## config.mk

```make
export PLATFORM = sky130hd
export DESIGN_NAME = x43_payload_scrambler
export DESIGN_NICKNAME = d
export VERILOG_FILES = /design/src/rtl/x43_scr_pkg.sv /design/src/rtl/x43_unroll.sv /design/src/rtl/x43_history.sv /design/src/rtl/x43_out_stage.sv /design/src/rtl/x43_payload_scrambler.sv
export SDC_FILE = /design/constraint.sdc
export NUM_CORES = 1
export LEC_CHECK = 0
export ABC_AREA = 1
export CAP_MARGIN = 20
export CORE_UTILIZATION = 55
export CTS_CLUSTER_SIZE = 8
export DETAILED_ROUTE_END_ITERATION = 8
export DONT_BUFFER_PORTS = 1
export PLACE_DENSITY = 0.73
export SKIP_CTS_REPAIR_TIMING = 1
export SLEW_MARGIN = 10
export SYNTH_ARGS = -nofsm -noshare
export SYNTH_HDL_FRONTEND = slang
export SYNTH_SLANG_ARGS = --single-unit
```

## constraint.sdc

```tcl
create_clock -name clk -period 0.8 [get_ports clk]
set_input_delay 0 -clock clk [delete_from_list [all_inputs] [get_ports clk]]
set_output_delay 0 -clock clk [all_outputs]
set_load 0.01 [all_outputs]
```

## src/rtl/x43_scr_pkg.sv

```systemverilog
package x43_scr_pkg;
  typedef enum logic {
    MODE_DESCR = 1'b0,
    MODE_SCR   = 1'b1
  } scr_mode_e;
endpackage

```

## src/rtl/x43_unroll.sv

```systemverilog
// Combinational unrolling of the serial recursion over one byte.
// ext holds history (older, high indices) above the byte (newest, index 0).
module x43_unroll #(
  parameter int DATA_W = 8,
  parameter int TAP    = 43
) (
  input  logic [TAP-1:0]    hist,
  input  logic [DATA_W-1:0] din,
  input  logic              scr_mode,
  input  logic              active,
  output logic [DATA_W-1:0] dout,
  output logic [TAP-1:0]    hist_nxt
);
  import x43_scr_pkg::*;

  localparam int EXT_W = TAP + DATA_W;

  logic [EXT_W-1:0] ext;
  logic             tap_bit;
  logic             mixed;

  always_comb begin
    ext     = {hist, {DATA_W{1'b0}}};
    dout    = din;
    tap_bit = 1'b0;
    mixed   = 1'b0;
    for (int k = DATA_W - 1; k >= 0; k--) begin
      tap_bit = ext[k + TAP];
      mixed   = din[k] ^ tap_bit;
      dout[k] = active ? mixed : din[k];
      ext[k]  = (scr_mode_e'(scr_mode) == MODE_SCR) ? mixed : din[k];
    end
    hist_nxt = ext[TAP-1:0];
  end
endmodule

```

## src/rtl/x43_history.sv

```systemverilog
module x43_history #(
  parameter int TAP = 43
) (
  input  logic           clk,
  input  logic           rst,
  input  logic           load,
  input  logic [TAP-1:0] d,
  output logic [TAP-1:0] q
);
  always_ff @(posedge clk) begin
    if (rst)       q <= '0;
    else if (load) q <= d;
  end
endmodule

```

## src/rtl/x43_out_stage.sv

```systemverilog
module x43_out_stage #(
  parameter int DATA_W = 8
) (
  input  logic              clk,
  input  logic              rst,
  input  logic              v_in,
  input  logic [DATA_W-1:0] d_in,
  output logic              v_out,
  output logic [DATA_W-1:0] d_out
);
  always_ff @(posedge clk) begin
    if (rst) begin
      v_out <= 1'b0;
      d_out <= '0;
    end else begin
      v_out <= v_in;
      if (v_in) d_out <= d_in;
    end
  end
endmodule

```

## src/rtl/x43_payload_scrambler.sv

```systemverilog
module x43_payload_scrambler #(
  parameter int DATA_W = 8,
  parameter int TAP    = 43
) (
  input  logic              clk,
  input  logic              rst,
  input  logic              in_valid,
  input  logic [DATA_W-1:0] in_data,
  input  logic              pay_en,
  input  logic              scr_mode,
  output logic              out_valid,
  output logic [DATA_W-1:0] out_data
);
  logic [TAP-1:0]    hist_q;
  logic [TAP-1:0]    hist_d;
  logic [DATA_W-1:0] mix_data;
  logic              take;

  assign take = in_valid & pay_en;

  x43_unroll #(.DATA_W(DATA_W), .TAP(TAP)) u_unroll (
    .hist     (hist_q),
    .din      (in_data),
    .scr_mode (scr_mode),
    .active   (take),
    .dout     (mix_data),
    .hist_nxt (hist_d)
  );

  x43_history #(.TAP(TAP)) u_hist (
    .clk  (clk),
    .rst  (rst),
    .load (take),
    .d    (hist_d),
    .q    (hist_q)
  );

  x43_out_stage #(.DATA_W(DATA_W)) u_out (
    .clk   (clk),
    .rst   (rst),
    .v_in  (in_valid),
    .d_in  (mix_data),
    .v_out (out_valid),
    .d_out (out_data)
  );
endmodule

```

==> results of run 1 <==
-- metrics by stage --
step	TNS [ns]	worst slack [ns]
2_1_floorplan	0	0.0970
3_3_place_gp	0	0.0708
3_5_place_dp	0	0.0658
4_1_cts	0	0.0339
5_1_grt	-0.00114	-0.00114
6_report	0	0.0314
-- registers in the layout, indices dropped and copies added, names as in the netlist --
signal       cells
u_out.d_out      8
u_hist.q        43
u_out.v_out      1
-- worst register-to-register path, cell delays in order, from the launching register on --
cell and delay (ns):
dfxtp_1 0.33, inv_1 0.05, nand2_1 0.07, nand3_1 0.10, a21oi_2 0.14
-- cell usage after synthesis (all sizes together) --
cell type   n
buf         9
nor2       55
dfxtp      52
o21ai      43
inv        28
nand2      33
clkbuf      7
nand3      16
a21oi      40
clkinv      1
-- final timing paths --
check / slack [ns] / end / cells past startpoint / from
worst max-delay path: 0.03 / out_data[0] / 1 / u_out.d_out[0]
worst max register to register: 0.05 / u_hist.q[2] / 4 / u_hist.q[37]
worst min-delay path: -0.17 / u_out.d_out[4] / 2 / pay_en
worst min register to register: 0.47 / u_hist.q[39] / 2 / u_hist.q[39]
-- layout make-up --
class,instances,share of cell area
repair buffers,15,0.0666
multi-input cells,187,0.370
well taps,48,0.0258
flip-flops and latches,52,0.450
clock buffers,7,0.0414
inverters,29,0.0467
-- per-layer routing --
metal | global-route usage | vias to the layer above | wire length, µm
li1 | - | 921 | -
met1 | 0.289 | 824 | 2000
met2 | 0.382 | 30 | 2090
met3 | 0.0435 | 7 | 135
met4 | 0.0795 | 0 | 60
met5 | 0 | - | 0
-- power breakdown --
group | total [W] | switching (W) | internal (W)
registers | 0.00284 | 0.0000805 | 0.00276
clock network | 0.00158 | 0.000811 | 0.000772
logic | 0.000600 | 0.000354 | 0.000246
total | 0.00502 | 0.00125 | 0.00378
-- cell families (layout without fill, tap and decap cells) --
family,count (synthesis),in the layout
compound gates,83,83
flops,52,52
simple gates,104,104
buf+inv,45,51
==> metrics.md, run 1 <==
| Metric | Value |
|---|---|
| Most frequent cells in the layout | `55 x nor2_1, 47 x dfxtp_1, 41 x o21ai_0, 35 x a21oi_1, 32 x nand2_1` |
| Detailed Routing Iterations Pass 1 | `4` |
| H-Tree Depth | `2` |
| Final instance area | `2330 µm²` |
| Max-slew violations | `0` |
| Vert. Die Dim | `63.7 µm` |
| Pleak | `1.01 nW` |
| CORE AREA | `3660 µm²` |
| Post-Syn Nets | `297` |
| CTS tree | `yes` |
| Clock latency on the worst-skew pair | `0.30 ns` |
| Avg Inst Size Synth | `7.38 µm²` |
| DR iter-0 viols | `146` |
| Worst path cell trace | `buf_4` |
| Worst rel slew slack | `0.708` |
| WHS | `-0.166 ns` |
| I/O Pins | `22` |
| Final hold viol count | `16` |
| DRT Wirelength | `4280 µm` |
| Failing checks | `hold timing` |
| Share of cells above drive strength 1 | `0.117` |
| Compound-Gate Fraction of Synth Area | `0.198` |
| Global-route wire length before repair | `7180 µm` |
| Cell variety after synth | `16` |
| WL per Instance | `12.7 µm` |
| CP Capture Type | `primary output` |
| Clk sink count | `52` |
| Fin Clk Skew | `0.00942 ns` |
| Req. time, crit path | `0.80 ns` |
| DRC viols | `0` |
| Post-Synth Simple-Gate Area | `0.200` |
| Crit path largest cell delay | `0.34 ns` |
| Synth Area in XOR/XNOR | `0` |
| Most common cell after layout, fill and taps aside | `nor2_1` |
| Yosys warns | `0` |
| Synth top area share | `0.497` |
| Register area | `1050 µm²` |
| Max VDD drop | `1.39 mV` |
| Area occupied by multi-input gates | `862 µm²` |
| Initial antenna violation count | `0` |
| Outcome | `complete, but fails checks` |
| Gr usage total | `0.228` |
| TritonCTS Buffers | `5` |
| Worst-path fanout max | `2` |
| Synthesized cell area | `2090 µm²` |
| Row count | `22` |
| Die width | `63.7 µm` |
| Synth-to-layout area growth | `11.2%` |
| DP Wirelength | `2770 µm` |
| Number of fill cells | `319` |
| Post-synthesis register bit count | `52` |
| Clk buf depth | `2` |
| Number of global-route vias before repair | `1635` |
| Min cycle time layout | `0.769 ns` |
| Synth Area in Adders | `0` |
| PnR Total Power | `0.00502 W` |
| Worst Path Buf+Inv | `1` |
| Die area | `4060 µm²` |
| Largest family of logic cells by synthesized area | `simple AND/OR/NAND/NOR gates` |
| IO Port Bufs | `0` |
| Ranking of synthesized cells by area | `dfxtp_1 50%, nor2_1 9.9%, o21ai_0 9.8%` |
| Startpoint Class | `flip-flop` |
| Worst EP arrival | `0.77 ns` |
| Final-stage net count | `303` |
| Final Wtd Congestion | `0.753` |
| Starting Density | `0.572` |
| Finished Layout Cells | `338` |
| Clock root buffer | `clkbuf_8` |
| Crit-path slowest cell | `dfxtp_1` |
| # setup viols final | `0` |
| Post-route clock period utilization | `0.961` |
| FMAX | `1300 MHz` |
| Final ANT Viol Nets | `0` |
| Vias/cell | `5.27` |
| Seq/Total Area, Yosys | `0.497` |
| Multiplexer share of the synthesized area | `0` |
| Reg clk slew, reported paths | `0.09 ns` |
| Synth Instances | `284` |
| Gr ovfl total | `0` |
| Via count | `1782` |
| # diodes | `0` |
| Placed insts | `329` |
| Slew @ Worst Pin | `0.438 ns` |
| Maxcap violations | `0` |
| Crit path kind | `flip-flop to primary output` |
| Largest net degree at the start of global routing | `52` |
| Final Util | `0.636` |
| Synth area leader | `dfxtp_1` |
| Pwr Density | `2160 nW/µm²` |
| Hold Path Class | `input pin to flip-flop` |
| CP delay by family, top | `flip-flops` |
| Dpl cell area | `2180 µm²` |
Power figures use the tool's default switching activity.
==> run 2: changes to the inputs <==
--- a/config.mk
+++ b/config.mk
@@ -8,3 +8,3 @@
 export ABC_AREA = 1
-export CAP_MARGIN = 20
+export CAP_MARGIN = 30
 export CORE_UTILIZATION = 55
--- a/constraint.sdc
+++ b/constraint.sdc
@@ -3,2 +3,2 @@
 set_output_delay 0 -clock clk [all_outputs]
-set_load 0.01 [all_outputs]
+set_load 0.005 [all_outputs]
==> run 2 against run 1 <==
The flow still finishes with violations (hold timing). First-iteration DRC count decreased by 13%. Total power up 3.4%. Sequential power barely moved.
==> metrics.md, run 2 (synthesized netlist as in run 1, its figures left out) <==
| Metric | Value |
|---|---|
| Final hold viol count | `16 (unchanged)` |
| Max reg flops | `43 (unchanged)` |
| Min cycle time layout | `0.742 ns (-0.0262 ns)` |
| # diodes | `0 (unchanged)` |
| Worst EP arrival | `0.99 ns (+0.22 ns)` |
| Met3 WL | `98 µm (-27%)` |
| Pre-CTS setup slack | `0.0541 ns (-0.0117 ns)` |
| PnR Total Power | `0.00520 W (+3.4%)` |
| FMAX | `1350 MHz (+3.5%)` |
| Worst rel slew slack | `0.697 (-0.0105)` |
| Startpoint Class | `flip-flop` |
| WL per Instance | `12.5 µm (-1.0%)` |
| H-Tree Depth | `2 (unchanged)` |
| Failing checks | `hold timing` |
| CORE AREA | `3660 µm² (unchanged)` |
| # setup viols final | `0 (unchanged)` |
| Most frequent cells in the layout | `55 x nor2_1, 49 x dfxtp_1, 41 x o21ai_0, 34 x a21oi_1, 30 x nand2_1` |
| Sum of negative setup slack | `0 ns (unchanged)` |
| Sw Pwr | `0.00129 W (+3.6%)` |
| CP Capture Type | `flip-flop` |
| Initial antenna violation count | `0 (unchanged)` |
| Max-slew violations | `0 (unchanged)` |
| Most common cell after layout, fill and taps aside | `nor2_1` |
| DR iter-0 viols | `127 (-13%)` |
| Crit path kind | `flip-flop to flip-flop` |
| Pleak | `0.976 nW (-3.1%)` |
| Clk sink count | `52 (unchanged)` |
| Sw frac | `0.248 (+0.000356)` |
| Clk buf depth | `2 (unchanged)` |
| Global-route wire length before repair | `6740 µm (-6.1%)` |
| TritonCTS Buffers | `5 (unchanged)` |
| Final Wtd Congestion | `0.767 (+1.8%)` |
| Largest regs | `u_hist.q x43, u_out.d_out x8, u_out.v_out x1` |
| Number of fill cells | `330 (+3.4%)` |
| Fin Clk Skew | `0.0119 ns (+0.00243 ns)` |
| Slew @ Worst Pin | `0.453 ns (+0.0157 ns)` |
| Hold Path Class | `input pin to flip-flop` |
| Area occupied by multi-input gates | `871 µm² (+1.0%)` |
| Hold Crit Endpoint | `u_out.d_out[5]` |
| Die area | `4060 µm² (unchanged)` |
| Pwr Density | `2250 nW/µm² (+4.4%)` |
| Number of global-route vias before repair | `1489 (-8.9%)` |
| Register area | `1040 µm² (-0.24%)` |
| WL met1 | `2080 µm (+4.2%)` |
| Detailed Routing Iterations Pass 1 | `4 (unchanged)` |
| Fin worst setup slack | `0.0576 ns (+0.0262 ns)` |
| Flop2flop setup slack | `0.06 ns (about the same)` |
| DP Wirelength | `2650 µm (-4.3%)` |
| Reg clk slew, reported paths | `0.10 ns (about the same)` |
| Row count | `22 (unchanged)` |
| Max VDD drop | `1.55 mV (+12%)` |
| DRC viols | `0 (unchanged)` |
| Outcome | `complete, but fails checks` |
| Top reg by flops | `u_hist.q` |
| Gr ovfl total | `0 (unchanged)` |
| Reg-to-Reg End | `u_hist.q[5]` |
| Via count | `1734 (-2.7%)` |
| Finished Layout Cells | `333 (-1.5%)` |
| Clk pwr share | `0.347 (+0.032)` |
| Clock latency on the worst-skew pair | `0.31 ns (about the same)` |
| Die width | `63.7 µm (unchanged)` |
| Hold Startpoint | `pay_en` |
| Cells on worst reg2reg path | `4 (unchanged)` |
| Vert. Die Dim | `63.7 µm (unchanged)` |
| Req. time, crit path | `1.05 ns (+0.25 ns)` |
| Synth-to-layout area growth | `10.2%` |
| CTS tree | `yes` |
| Top layer in use | `met4` |
| Maxcap violations | `0 (unchanged)` |
| Placed insts | `322 (-2.1%)` |
| Vias/cell | `5.21 (-1.2%)` |
| RSZ-0062 raised after global routing | `no` |
| Largest net degree at the start of global routing | `52 (unchanged)` |
| IO Port Bufs | `0 (unchanged)` |
| WHS | `-0.176 ns (-0.0102 ns)` |
| Post-route clock period utilization | `0.928 (-0.0327)` |
| Final ANT Viol Nets | `0 (unchanged)` |
| Sequential share of power | `0.547 (-0.019)` |
| DRT Wirelength | `4170 µm (-2.5%)` |
| Met2 wire length | `1940 µm (-7.0%)` |
| Share of cells above drive strength 1 | `0.102 (-0.0155)` |
| Hold Path Cell Cnt | `2 (unchanged)` |
| Power Internal | `0.00391 W (+3.4%)` |
| Worst R2R Start | `u_hist.q[40]` |
| Worst-path fanout max | `2 (unchanged)` |
| Combinational fraction of design power | `0.106 (-0.013)` |
| Clock root buffer | `clkbuf_8` |
| I/O Pins | `22 (unchanged)` |
| Starting Density | `0.572 (unchanged)` |
| Gr usage total | `0.213 (-0.0148)` |
| Final-stage net count | `297 (-2.0%)` |
## run 2: cell types whose count changed in the layout (fill, tap and decap cells not counted), moves of 2 or more
cell,delta
clkbuf_8,-2
buf_4,-7
dfxtp_2,-2
nand2_2,+2
nand2_1,-2
dfxtp_1,+2
## run 2: worst max-delay path, cell delays in order, from the launching register on
cell,delay (ns)
dfxtp_2,0.34
inv_1,0.06
nand2_2,0.08
nand3_1,0.08
a21oi_2,0.12
## run 2: cell type report
class	instances	area share
inverter	29	0.0472
timing repair buffer	9	0.0488
sequential	52	0.453
tap	48	0.0260
clock inverter	3	0.0184
clock buffer	5	0.0298
multi-input combinational	187	0.377
## run 2: how the worst max path moves through the flow
stage / endpoint / cells past startpoint / start / slack [ns]
after floorplan: u_hist.q[16] / 6 / in_valid / 0.1
after global placement: u_hist.q[32] / 4 / pay_en / 0.07
after detailed placement: u_hist.q[28] / 4 / pay_en / 0.05
after CTS: u_hist.q[4] / 4 / u_hist.q[39] / 0.04
after global routing: u_hist.q[32] / 2 / u_hist.q[24] / 0.0008
final: u_hist.q[5] / 4 / u_hist.q[40] / 0.06
## run 2: power by group through the flow
stage	logic [W]	registers, W	clock network [W]
finish	0.000549	0.00284	0.00180
detailed placement	0.000509	0.00290	0
floorplan	0.000441	0.00288	0
CTS	0.000513	0.00284	0.00183
global route	0.000632	0.00286	0.00193
global placement	0.000500	0.00290	0
## run 2: per-stage QoR
stage / util / area (µm²)
floorplan: - / 2090
detailed placement: 0.581 / 2130
global route: 0.631 / 2310
CTS: 0.611 / 2240
global placement: 0.581 / 2130
finish: 0.631 / 2310
## run 2: metal layers
| metal | vias up | GRT usage |
|---|---|---|
| li1 | 911 | - |
| met1 | 801 | 0.294 |
| met2 | 16 | 0.322 |
| met3 | 6 | 0.0453 |
| met4 | 0 | 0.0795 |
| met5 | - | 0 |
==> run 3: changes to the inputs <==
- CORE_UTILIZATION: 55 -> 30
- PLACE_DENSITY: 0.73 -> unset
==> run 3 against run 2 <==
The flow still finishes with violations (hold timing). Clock-buffer cell count is 2 higher. Combinational power is 7.5% lower. Clock power is 16% lower. Clock skew is 0.0060 ns lower. Maximum frequency is 1.6% higher. Non-clock buffer count is 1 lower. Highest routed layer unchanged.
==> metrics.md, run 3 (synthesized netlist as in run 1, its figures left out) <==
| Metric | Value |
|---|---|
| Worst-path fanout max | `2 (unchanged)` |
| Clock latency on the worst-skew pair | `0.30 ns (about the same)` |
| DRT Wirelength | `4260 µm (+2.1%)` |
| Min cycle time layout | `0.731 ns (-0.0115 ns)` |
| Startpoint Class | `flip-flop` |
| Gr usage total | `0.125 (-0.0874)` |
| Worst EP arrival | `0.96 ns (-0.03 ns)` |
| Largest net degree at the start of global routing | `52 (unchanged)` |
| Worst rel slew slack | `0.707 (+0.00987)` |
| DP Wirelength | `2820 µm (+6.3%)` |
| Final Wtd Congestion | `0.771 (+0.59%)` |
| Clk buf depth | `2 (unchanged)` |
| DRC viols | `0 (unchanged)` |
| Max reg flops | `43 (unchanged)` |
| CTS tree | `yes` |
| IO Port Bufs | `0 (unchanged)` |
| Row count | `30 (+36%)` |
| Slew @ Worst Pin | `0.439 ns (-0.0148 ns)` |
| Area occupied by multi-input gates | `846 µm² (-2.9%)` |
| Die area | `7320 µm² (+80%)` |
| DR iter-0 viols | `129 (+1.6%)` |
| Max-slew violations | `0 (unchanged)` |
| WL per Instance | `11.7 µm (-6.6%)` |
| CORE AREA | `6760 µm² (+85%)` |
| Fin Clk Skew | `0.00582 ns (-0.00603 ns)` |
| Global-route wire length before repair | `7340 µm (+8.9%)` |
| Worst setup path startpoint | `u_hist.q[37]` |
| Gr ovfl total | `0 (unchanged)` |
| Most frequent cells in the layout | `55 x nor2_1, 48 x dfxtp_1, 40 x o21ai_0, 38 x a21oi_1, 32 x nand2_1` |
| Clk sink count | `52 (unchanged)` |
| Crit path kind | `flip-flop to flip-flop` |
| Number of global-route vias before repair | `1639 (+10%)` |
| Die width | `85.6 µm (+34%)` |
| # diodes | `0 (unchanged)` |
| Sum of negative setup slack | `0 ns (unchanged)` |
| Hold Startpoint | `pay_en` |
| Starting Density | `0.310 (-0.262)` |
| Maxcap violations | `0 (unchanged)` |
| FMAX | `1370 MHz (+1.6%)` |
| Post-route clock period utilization | `0.914 (-0.0143)` |
| Pleak | `0.950 nW (-2.7%)` |
| H-Tree Depth | `2 (unchanged)` |
| Flop2flop setup slack | `0.07 ns (about the same)` |
| CP Capture Type | `flip-flop` |
| Outcome | `complete, but fails checks` |
| Top reg by flops | `u_hist.q` |
| RSZ-0062 raised after global routing | `no` |
| Max VDD drop | `0.908 mV (-41%)` |
| Final hold viol count | `16 (unchanged)` |
| Vias/cell | `4.79 (-7.9%)` |
| Initial antenna violation count | `0 (unchanged)` |
| Hold Path Class | `input pin to flip-flop` |
| TritonCTS Buffers | `5 (unchanged)` |
| Req. time, crit path | `1.03 ns (-0.02 ns)` |
| Share of cells above drive strength 1 | `0.0739 (-0.0278)` |
| Clock root buffer | `clkbuf_8` |
| WHS | `-0.161 ns (+0.0147 ns)` |
| Number of fill cells | `727 (+120%)` |
| # setup viols final | `0 (unchanged)` |
| Vert. Die Dim | `85.6 µm (+34%)` |
| Worst R2R Start | `u_hist.q[37]` |
| Reg clk slew, reported paths | `0.09 ns (about the same)` |
| Detailed Routing Iterations Pass 1 | `4 (unchanged)` |
| Final ANT Viol Nets | `0 (unchanged)` |
| Via count | `1745 (+0.63%)` |
| Register area | `1050 µm² (+0.12%)` |
| Pwr Density | `2150 nW/µm² (-4.7%)` |
| I/O Pins | `22 (unchanged)` |
| Synth-to-layout area growth | `8.60%` |
| Final-stage net count | `296 (-0.34%)` |
| Failing checks | `hold timing` |
| Most common cell after layout, fill and taps aside | `nor2_1` |
| Largest regs | `u_hist.q x43, u_out.d_out x8, u_out.v_out x1` |
-- run 3: per-stage QoR --
step,cell area (µm²),instances,total power (W),worst slack [ns],utilization
2_1_floorplan,2090,284,0.00332,0.0970,-
3_3_place_gp,2130,353,0.00339,0.0478,0.316
3_5_place_dp,2130,353,0.00340,0.0382,0.316
4_1_cts,2230,361,0.00495,0.0558,0.330
5_1_grt,2270,364,0.00514,0.00389,0.337
6_report,2270,364,0.00488,0.0690,0.337
-- run 3: critical path: stages, from the launching register on --
cell and delay, ns:
dfxtp_1 0.34, inv_1 0.06, nand2_1 0.08, nand3_1 0.07
a21oi_1 0.13
-- run 3: worst paths after layout --
path                            cells after the start              to
worst min-delay path                                2  u_out.d_out[0]
worst min register to register                      2    u_hist.q[38]
worst max register to register                      4     u_hist.q[2]
worst max-delay path                                4     u_hist.q[2]
-- run 3: metal layers --
layer	wire length, µm	vias up	track usage
met5	0	-	0
met4	14	0	0.0318
met3	182	2	0.0346
met2	1920	26	0.198
met1	2140	804	0.170
li1	-	913	-
-- run 3: area by class of cell --
class,instances,share of cell area
multi-input cells,187,0.372
clock inverters,1,0.00330
flip-flops and latches,52,0.460
clock buffers,7,0.0380
inverters,29,0.0479
well taps,80,0.0440
repair buffers,8,0.0352
-- run 3: power breakdown --
group | internal, W | total (W) | switching (W)
combinational | 0.000198 | 0.000508 | 0.000309
sequential | 0.00276 | 0.00285 | 0.0000889
clock | 0.000704 | 0.00152 | 0.000819
